**src/rtl/burst_col_pkg.sv**
```systemverilog
package burst_col_pkg;
    localparam int LEN_CODE_W = 3;

    localparam logic [LEN_CODE_W-1:0] LEN_ONE   = 3'b000;
    localparam logic [LEN_CODE_W-1:0] LEN_TWO   = 3'b001;
    localparam logic [LEN_CODE_W-1:0] LEN_FOUR  = 3'b010;
    localparam logic [LEN_CODE_W-1:0] LEN_EIGHT = 3'b011;
    localparam logic [LEN_CODE_W-1:0] LEN_PAGE  = 3'b111;
endpackage

```
**src/rtl/burst_len_decode.sv**
```systemverilog
module burst_len_decode
    import burst_col_pkg::*;
#(
    parameter int COL_W = 9
) (
    input  logic [LEN_CODE_W-1:0] code_i,
    input  logic                  il_i,
    output logic [COL_W-1:0]      mask_o,
    output logic                  page_o,
    output logic                  bad_o
);
    always_comb begin
        mask_o = '0;
        page_o = 1'b0;
        bad_o  = 1'b0;
        unique case (code_i)
            LEN_ONE:   mask_o = COL_W'(0);
            LEN_TWO:   mask_o = COL_W'(1);
            LEN_FOUR:  mask_o = COL_W'(3);
            LEN_EIGHT: mask_o = COL_W'(7);
            LEN_PAGE: begin
                mask_o = '1;
                page_o = 1'b1;
                bad_o  = il_i;
            end
            default:   bad_o = 1'b1;
        endcase
    end
endmodule

```
**src/rtl/burst_order.sv**
```systemverilog
module burst_order #(
    parameter int COL_W = 9
) (
    input  logic [COL_W-1:0] base_i,
    input  logic [COL_W-1:0] idx_i,
    input  logic [COL_W-1:0] mask_i,
    input  logic             il_i,
    output logic [COL_W-1:0] col_o
);
    logic [COL_W-1:0] low_seq;
    logic [COL_W-1:0] low_il;

    always_comb begin
        low_seq = base_i + idx_i;
        low_il  = base_i ^ idx_i;
        col_o   = (base_i & ~mask_i) | ((il_i ? low_il : low_seq) & mask_i);
    end
endmodule

```
**src/rtl/burst_col_gen.sv**
```systemverilog
module burst_col_gen
    import burst_col_pkg::*;
#(
    parameter int COL_W = 9
) (
    input  logic                  clk,
    input  logic                  rst_n,
    input  logic                  start_i,
    input  logic [COL_W-1:0]      start_col_i,
    input  logic [LEN_CODE_W-1:0] len_code_i,
    input  logic                  order_il_i,
    input  logic                  term_i,
    output logic [COL_W-1:0]      beat_col_o,
    output logic                  beat_valid_o,
    output logic                  beat_last_o,
    output logic                  cfg_err_o
);
    typedef struct packed {
        logic             act;
        logic             err;
        logic             il;
        logic             page;
        logic [COL_W-1:0] base;
        logic [COL_W-1:0] idx;
        logic [COL_W-1:0] mask;
    } gen_state_t;

    gen_state_t st_d, st_q;

    logic [COL_W-1:0] req_mask;
    logic             req_page;
    logic             req_bad;

    burst_len_decode #(.COL_W(COL_W)) u_decode (
        .code_i (len_code_i),
        .il_i   (order_il_i),
        .mask_o (req_mask),
        .page_o (req_page),
        .bad_o  (req_bad)
    );

    burst_order #(.COL_W(COL_W)) u_order (
        .base_i (st_q.base),
        .idx_i  (st_q.idx),
        .mask_i (st_q.mask),
        .il_i   (st_q.il),
        .col_o  (beat_col_o)
    );

    logic at_end;
    assign at_end       = !st_q.page && (st_q.idx == st_q.mask);
    assign beat_valid_o = st_q.act;
    assign beat_last_o  = st_q.act && (term_i || at_end);
    assign cfg_err_o    = st_q.err;

    always_comb begin
        st_d     = st_q;
        st_d.err = 1'b0;
        if (start_i) begin
            if (req_bad) begin
                st_d.act = 1'b0;
                st_d.err = 1'b1;
            end else begin
                st_d.act  = 1'b1;
                st_d.il   = order_il_i;
                st_d.page = req_page;
                st_d.base = start_col_i;
                st_d.mask = req_mask;
                st_d.idx  = '0;
            end
        end else if (st_q.act) begin
            if (beat_last_o) begin
                st_d.act = 1'b0;
            end else begin
                st_d.idx = st_q.idx + COL_W'(1);
            end
        end
    end

    always_ff @(posedge clk or negedge rst_n) begin
        if (!rst_n) begin
            st_q <= '0;
        end else begin
            st_q <= st_d;
        end
    end


    first_beat_chk: assert property (@(posedge clk) disable iff (!rst_n)
        (start_i && !req_bad) |=> (beat_valid_o && beat_col_o == $past(start_col_i)));


    refused_start_chk: assert property (@(posedge clk) disable iff (!rst_n)
        (start_i && req_bad) |=> (cfg_err_o && !beat_valid_o));


    last_needs_valid_chk: assert property (@(posedge clk) disable iff (!rst_n)
        beat_last_o |-> beat_valid_o);


    nothing_after_last_chk: assert property (@(posedge clk) disable iff (!rst_n)
        (beat_last_o && !start_i) |=> !beat_valid_o);


    block_kept_chk: assert property (@(posedge clk) disable iff (!rst_n)
        (beat_valid_o && !beat_last_o && !start_i && !st_q.page) |=>
            ((beat_col_o & ~st_q.mask) == ($past(beat_col_o) & ~st_q.mask)));


    err_exclusive_chk: assert property (@(posedge clk) disable iff (!rst_n)
        cfg_err_o |-> !beat_valid_o);
endmodule

```
**config.mk**
```make
export PLATFORM = sky130hd
export DESIGN_NAME = burst_col_gen
export DESIGN_NICKNAME = d
export VERILOG_FILES = /design/src/rtl/burst_col_pkg.sv /design/src/rtl/burst_len_decode.sv /design/src/rtl/burst_order.sv /design/src/rtl/burst_col_gen.sv
export SDC_FILE = /design/constraint.sdc
export NUM_CORES = 1
export LEC_CHECK = 0
export BUFFER_PORTS_ARGS = -buffer_cell sky130_fd_sc_hd__buf_2
export CAP_MARGIN = 30
export CELL_PAD_IN_SITES_DETAIL_PLACEMENT = 0
export CELL_PAD_IN_SITES_GLOBAL_PLACEMENT = 1
export CORE_ASPECT_RATIO = 1.25
export CORE_UTILIZATION = 45
export CTS_CLUSTER_DIAMETER = 30
export DETAILED_ROUTE_END_ITERATION = 8
export PLACE_DENSITY_LB_ADDON = 0.1
export SETUP_SLACK_MARGIN = 0.15
export SYNTH_ARGS = -nofsm -noshare
export SYNTH_HDL_FRONTEND = slang
export SYNTH_SLANG_ARGS = --single-unit
```
**constraint.sdc**
```tcl
create_clock -name clk -period 6.95 [get_ports clk]
set_input_delay 1.0425 -clock clk [delete_from_list [all_inputs] [get_ports clk]]
set_output_delay 1.0425 -clock clk [all_outputs]
set_load 0.005 [all_outputs]
```
# [Word-level counts from Yosys, hierarchy flattened]
# Index checks and enable logic that the tools add are counted.
[totals] regBits=31 output_inout_bits=12 wordCells=45
[classes] add_sub_neg=2 n_eq_ne=7 n_mux=14 n_bitwise=6 n_reduce_logical=9
[ops] op="2-to-1 mux 9 bit" count=4
[ops] op="case mux 9 bit (4 select lines)" count=1
[ops] op="2-to-1 mux 29 bit" count=1
[ops] op="AND 9 bit" count=2
[ops] op="2-to-1 mux 12 bit" count=1
[ops] op="adder 9 x 1 -> 9 bit (second input constant)" count=1
[ops] op="adder 9 bit" count=1
[ops] op="== test 9 bit" count=1
[ops] op="inverter 9 bit" count=1
[ops] op="bitwise OR 9 bit" count=1
[ops] op="bitwise XOR 9 bit" count=1
[ops] op="== test 3 x 2 -> 1 bit (second input constant)" count=2
[ops] op="2-to-1 mux 1 bit" count=6
[ops] op="!= test 2 bit (second input constant)" count=2
[ops] op="OR reduction 4 bit" count=1
[ops] op="== test 3 x 1 -> 1 bit (second input constant)" count=1
[ops] op="== test 3 bit (second input constant)" count=1
[ops] op="logical NOT 3 bit" count=1
[ops] op="AND reduction 3 bit" count=1
[ops] op="logical AND 1 bit" count=2
[ops] op="case mux 1 bit (2 select lines)" count=1
[ops] op="AND reduction 2 bit" count=1
[ops] op="nonzero test 2 bit" count=1
[ops] op="logical NOT 1 bit" count=1
[ops] op="other kinds (2)" count=2

# [Longest topological paths before layout]
# Gate-level depths: netlist (run 1).
[logic_depth] word_depth=7 mapped_depth=8 depth_no_buf=8

# [Cells and area by module]
# Synthesis (run 1) repeated with hierarchy kept, for this count alone.
[hier_totals] hier_cells=231 area_unflattened_um2=2011.9
[modules_own_cells] module="burst_col_gen" n_inst=1 cells_each=150 area_per_inst_um2=1402.6 seq_area_each_um2=775.7
[modules_own_cells] module="burst_order" n_inst=1 cells_each=67 area_per_inst_um2=519.2 seq_area_each_um2=0.0
[modules_own_cells] module="burst_len_decode" n_inst=1 cells_each=14 area_per_inst_um2=90.1 seq_area_each_um2=0.0

# [Worst setup path after synthesis (run 1)]
# No wires, ideal clock.
[synth_path] kind="reg-to-output" startpoint="register st_q[9] (netlist name)" endpoint="output port beat_col_o[6]" arrival_time_ns=2.036 required_time_ns=5.907 slack_ns=3.871 path_stages_with_launch=9 cell_sequence="dfrtp_1 ha_1 inv_1 fa_1 nand2b_1 a211oi_1 a31oi_1 xnor2_1 mux2_2"
[synth_via] elab_chain_len=4
[synth_rtl] element="start, declared" line="burst_col_gen.sv:28" text="gen_state_t st_d, st_q;"
[synth_rtl] element="start signal, assigned" line="burst_col_gen.sv:84" text="st_q <= st_d;"
[synth_rtl] element="adder 9 bit" line="burst_order.sv:14" text="low_seq = base_i + idx_i;"
[synth_rtl] element="2-to-1 mux 9 bit" line="burst_order.sv:16" text="col_o = (base_i & ~mask_i) | ((il_i ? low_il : low_seq) & mask_i);"
[synth_rtl] element="AND 9 bit" line="burst_order.sv:16"
[synth_rtl] element="bitwise OR 9 bit" line="burst_order.sv:16"
[synth_rtl] element="end, declared" line="burst_col_gen.sv:13" text="output logic [COL_W-1:0] beat_col_o,"
# No other way between the ends.

# [Worst setup path after layout (run 1)]
# Ends and elaborated chain as after synthesis.

==> flow_summary_export.csv, run 1 <==
group,metric,value,unit
clock_tree,h-tree-depth,1,
worst_setup_path,r2r_slack,4.60,ns
cells_and_area,multi_input_area,940,um2
detailed_routing,drtPass1Iterations,4,
clock_tree,cts.repair.resized,0,
worst_hold_path,hold_end,"st_q[26]",
sta,max_slew_margin,0.349,
global_route,overflow,0,
floorplan,core,3480,um2
clock_tree,clk-insertion-delay-late,0.27,ns
clock_tree,cts.path.max_buffers,2,
worst_setup_path,critical_path_class,"flip-flop to output port",
yosys,ys.warnings.count,0,
yosys,synthFlopType,"dfrtp_1",
worst_setup_path,end_kind,"output port",
worst_setup_path,reg2regPathDepth,5,
worst_setup_path,cp.required,5.91,ns
yosys,ys_seq_elements,25,
cells_and_area,final_area,1850,um2
sta,setup_viol,0,
sta,fin_crit,3.67,ns
worst_hold_path,worstHoldPathType,"flip-flop to flip-flop",
detailed_routing,vias,1347,
pwr,p_leak,0.871,nW
global_route,grt_first_pass_wirelength,6290,um
clock_tree,cts_sinks,25,
worst_setup_path,arrival,2.63,ns
clock_tree,cts_buffers,3,
sta,fin_crit_sh,0.528,
worst_hold_path,hp-start,"st_q[26]",
detailed_routing,drt_iter0_markers,26,
sta,tightest_slew,0.973,ns
clock_tree,cts_tree,"done",
clock_tree,root_buffer,"clkbuf_8",
pwr,p_total,0.359,mW
detailed_routing,viasPerCell,5.59,
placement,io_buffers,28,
floorplan,die_w,56.1,um
sta,rsz0062_at_grt,"no",
detailed_routing,ant_nets,0,
sta,fin_skew,0.00375,ns
yosys,avgSynthCellArea,9.42,um2
floorplan,num_rows,24,
clock_tree,path_clk_slew,0.09,ns
cells_and_area,area_growth,12.5,%
global_route,antenna_found_initial,0,
yosys,syn_inst,175,
placement,place_congestion,0.812,
detailed_routing,wl_per_cell,14.8,um
global_route,grt_usage,0.200,
run,maxCapViolCount,0,
detailed_routing,drc,0,
pwr,vdd_drop_max,142,uV
pwr,powerDensity,194,nW/um2
worst_setup_path,r2r-start,"st_q[7]",
sta,fmax,272,MHz
worst_setup_path,cp-start-kind,"flip-flop",
detailed_routing,totalWireLength,3580,um
cells_and_area,diodes,0,
yosys,ys_async_sr_fraction,1.00,
cells_and_area,seqCellArea,626,um2
cells_and_area,fin_nets,230,
placement,dpl_cell_area,1810,um2
floorplan,io_pins,29,
clock_tree,post_cts_buffers,0,
worst_setup_path,reg2reg_to,"st_q[14]",
global_route,grt_pass1_vias,1415,
cells_and_area,final_common_cell,"buf_2",
sta,slew_violations,0,
floorplan,dieArea,3910,um2
floorplan,initial_core_util,0.473,
yosys,ys_seq_area_frac,0.380,
yosys,synth_edf_count,0,
yosys,syn-cell-area,1650,um2
yosys,syn-num-nets,202,
placement,hpwlAfterDp,2700,um
global_route,grt_max_degree,27,
worst_setup_path,crit_fanout,6,
outcome,status,"complete, no violations",
clock_tree,hold_buffers,0,
sta,hold_viol_final,0,
sta,setup_tns,0,ns
floorplan,fp.dieH,69.7,um
cells_and_area,drive_gt1_frac,0.233,
cells_and_area,mostFrequentLayoutCells,"buf_2, dfrtp_1, o21ai_0, inv_1",
cells_and_area,n_fill_cell,339,
yosys,synth_cell_types,36,
worst_hold_path,hold_depth,1,
## power by group
group | switching [mW] | internal (mW) | leakage, nW
logic | 0.0490 | 0.0472 | 0.527
registers | 0.0172 | 0.159 | 0.318
clock network | 0.0465 | 0.0401 | 0.0255
total | 0.113 | 0.247 | 0.871
## per-layer routing
layer | share of wire | vias up | wire, um | global-route usage
li1 | - | 673 | - | -
met1 | 0.43 | 646 | 1530 | 0.236
met2 | 0.54 | 26 | 1920 | 0.381
met3 | 0.027 | 2 | 98 | 0.0243
met4 | 0.0059 | 0 | 21 | 0.0407
met5 | 0 | - | 0 | 0
## logic make-up (layout without fill, tap and decap cells)
| family | Yosys count | after routing | share of synthesized area |
|---|---|---|---|
| AOI/OAI and AO/OA | 46 | 46 | 0.175 |
| xor gates and xnor gates | 10 | 10 | 0.0531 |
| adders and majority gates | 10 | 10 | 0.0805 |
| buffers and inverters | 19 | 46 | 0.0501 |
| DFF | 25 | 25 | 0.380 |
| muxes | 18 | 18 | 0.118 |
| and+or+nand+nor | 47 | 47 | 0.143 |
## synth_stat cells (all sizes together), types with 2 or more instances
master  count  area [um2]
nor3        2        10.0
xor2        4        35.0
nand2      12        45.0
nand2b      2        12.5
or3         9        56.3
a21oi       9        45.0
ha          9         113
a211oi      2        15.0
o21bai      2        15.0
clkbuf      3        11.3
mux2i       6        60.1
dfrtp      25         626
inv        14        52.6
xnor2       6        52.6
nand3       6        30.0
o21a        2        15.0
mux2       12         135
o21ai      21         109
a31oi       4        25.0
buf         2        18.8
nor4        2        18.8
nor2       11        41.3
## stage by stage
step | instances | util | setup WS, ns | hold WS [ns]
after global placement | 237 | 0.519 | 3.65 | 0.518
after detailed placement | 237 | 0.519 | 3.58 | 0.525
after floorplan | 175 | - | 3.87 | 0.500
final | 241 | 0.532 | 3.28 | 0.545
after global routing | 241 | 0.532 | 3.00 | 0.569
after CTS | 241 | 0.532 | 3.27 | 0.547
## sequential cells by signal, indices dropped and copies added (netlist names)
name	flops
cfg_err_o	1
st_q	23
beat_valid_o	1
## cell type report
type	count	area share
inverters	14	0.0284
flip-flops and latches	25	0.338
clock buffers	3	0.0223
clock inverters	1	0.00270
well taps	39	0.0263
repair buffers	28	0.0756
multi-input cells	131	0.507
## worst max path at each step
stage                 start       endpoint  slack, ns  cells past startpoint
floorplan           st_q[9]  beat_col_o[6]       3.87                      8
global placement    st_q[9]  beat_col_o[6]       3.65                      9
detailed placement  st_q[9]  beat_col_o[8]       3.58                      9
CTS                 st_q[9]  beat_col_o[8]       3.27                      9
global route        st_q[9]  beat_col_o[8]       3.00                      9
finish              st_q[9]  beat_col_o[6]       3.28                      9
## worst max-delay path: stages, from the launching register on
cell and delay, ns:
dfrtp_1 0.44, ha_1 0.23, inv_1 0.07, fa_1 0.38, nand2b_1 0.16, a211oi_1 0.40, a31oi_1 0.17, xnor2_1 0.15
mux2_2 0.26, buf_2 0.12
Note: power is estimated with default switching activity, not from simulation.
==> run 2: changes to the inputs <==
CORE_UTILIZATION = 42   (was 45)
clock period = 3.4 ns   (was 6.95 ns; I/O delays follow)
==> run 2 against run 1 <==
Against the previous run: the run now ends with design-rule violations left; sequential share of layout area decreased by 0.18 points; count of clock-buffer cells in the layout unchanged; non-clock buffer count unchanged; first-iteration DRC count increased by 85%; clock skew increased by 0.0019 ns; global-route usage decreased by 0.41 points; critical path depth unchanged; flip-flop and latch count unchanged; hold slack got worse by 0.32 ns; combinational power increased by 100%; final cell count increased by 0.41%; highest routed layer unchanged.
==> flow_summary_export.csv, run 2 (same netlist as run 1, synthesis figures left out) <==
group,metric,value,unit
pwr,swShare,0.319,
clock_tree,path_clk_slew,0.10,ns
pwr,vdd_drop_max,244,uV
placement,dpl_cell_area,1810,um2
detailed_routing,drtPass1Iterations,6,
cells_and_area,final_common_cell,"buf_2",
pwr,intPower,0.508,mW
worst_setup_path,cp.required,2.89,ns
cells_and_area,fin_nets,230,
floorplan,initial_core_util,0.439,
pwr,powerDensity,400,nW/um2
sta,fin_crit,3.03,ns
clock_tree,cts_buffers,3,
sta,setup_tns,0,ns
run,maxCapViolCount,0,
global_route,grt_pass1_vias,1357,
worst_setup_path,crit_fanout,6,
placement,hpwlAfterDp,2720,um
worst_setup_path,critical_path_class,"flip-flop to output port",
pwr,combPwrFrac,0.260,
pwr,power_frac_seq,0.486,
detailed_routing,dr_wl_met2,1900,um
worst_setup_path,crit_chain,"ha_1 > inv_1 > fa_1 > nand2b_1 > a211oi_2 > a31oi_1 > xnor2_1 > mux2_2 > buf_2",
sta,fin_crit_sh,0.891,
cells_and_area,top_register,"st_q",
detailed_routing,routed-wl-met3,113,um
pwr,pwr-share-clk,0.254,
global_route,antenna_found_initial,0,
worst_setup_path,arrival,2.52,ns
sta,fin_skew,0.00568,ns
worst_setup_path,crit_family,"adder cells",
sta,hold_viol_final,0,
worst_setup_path,crit_buf_inv,2,
outcome,status,"finished with violations",
sta,setup_viol,0,
placement,io_buffers,28,
worst_setup_path,end_kind,"output port",
cells_and_area,mostFrequentLayoutCells,"buf_2, dfrtp_1, o21ai_0, inv_1",
floorplan,core,3750,um2
global_route,grt_max_degree,27,
worst_setup_path,worst_path_max_delay_cell,"dfrtp_1",
clock_tree,clk-insertion-delay-late,0.28,ns
floorplan,dieArea,4180,um2
detailed_routing,viasPerCell,5.55,
floorplan,fp.dieH,72.0,um
clock_tree,h-tree-depth,1,
sta,tightest_slew,1.03,ns
floorplan,die_w,58.0,um
cells_and_area,utilization,0.496,
detailed_routing,vias,1342,
cells_and_area,drive_gt1_frac,0.238,
worst_setup_path,crit_path_max_incr_delay,0.46,ns
global_route,overflow,0,
clock_tree,cts_sinks,25,
sta,fmax,330,MHz
placement,place_congestion,0.851,
detailed_routing,wl_per_cell,14.9,um
clock_tree,root_buffer,"clkbuf_8",
outcome,violations,"design-rule violations",
clock_tree,cts.path.max_buffers,2,
detailed_routing,totalWireLength,3610,um
detailed_routing,wl_met1,1550,um
worst_hold_path,worstHoldPathType,"input port to async pin",
global_route,grt_usage,0.196,
sta,rsz0062_at_grt,"no",
cells_and_area,final_area,1860,um2
worst_setup_path,r2r_slack,1.06,ns
pwr,power.net_switching,0.238,mW
detailed_routing,drt_iter0_markers,48,
detailed_routing,ant_nets,0,
cells_and_area,diodes,0,
floorplan,io_pins,29,
cells_and_area,area_growth,13.1,%
detailed_routing,top_layer,"met4",
global_route,grt_first_pass_wirelength,6330,um
clock_tree,hold_buffers,0,
clock_tree,post_cts_buffers,0,
sta,slew_violations,0,
detailed_routing,drc,4,
cells_and_area,largest_register_ffs,23,
sta,max_slew_margin,0.310,
worst_setup_path,cp-start-kind,"flip-flop",
pwr,p_leak,0.873,nW
clock_tree,cts_tree,"done",
floorplan,num_rows,25,
clock_tree,cts.repair.resized,0,
## run 2: cell types whose count changed in the layout (fill, tap and decap cells not counted)
cell and delta:
a211oi_1 -1, a211oi_2 +1, clkinv_2 -1, inv_6 +1
## run 2: final cells by class
| cell class | count | area [um2] |
|---|---|---|
| fill | 355 | 1890 |
| inverter | 14 | 52.6 |
| sequential | 25 | 626 |
| clock buffer | 3 | 41.3 |
| multi-input combinational | 131 | 945 |
| timing repair buffer | 28 | 140 |
| tap | 40 | 50.0 |
| clock inverter | 1 | 8.76 |
## run 2: per-stage QoR
step | worst slack [ns] | hold WS [ns] | std cells | total power, mW
2_1_floorplan | 0.854 | 0.214 | 175 | 0.493
3_3_place_gp | 0.612 | 0.519 | 238 | 0.558
3_5_place_dp | 0.549 | 0.530 | 238 | 0.564
4_1_cts | 0.218 | 0.243 | 242 | 0.760
5_1_grt | 0.216 | 0.254 | 242 | 0.801
6_report | 0.371 | 0.222 | 242 | 0.746
## run 2: path summary, 6_finish.rpt
path,from,to,cells past startpoint
max in group asynchronous,rst_n,st_q[19],1
min reg2reg,st_q[26],st_q[26],1
min in group clk,start_col_i[8],st_q[26],2
min,rst_n,st_q[23],1
max,st_q[9],beat_col_o[6],9
max reg2reg,st_q[7],st_q[13],5
## run 2: power groups by stage
stage / Combinational [mW] / Sequential (mW) / Clock, mW
4_1_cts: 0.197 / 0.362 / 0.200
3_5_place_dp: 0.196 / 0.368 / 0
6_report: 0.194 / 0.362 / 0.190
5_1_grt: 0.223 / 0.367 / 0.211
3_3_place_gp: 0.192 / 0.366 / 0
2_1_floorplan: 0.141 / 0.352 / 0
## run 2: routing by layer
metal  track usage  up-vias
met3        0.0267        4
li1              -      672
met5             0        -
met4        0.0556        0
met2         0.364       31
met1         0.231      635
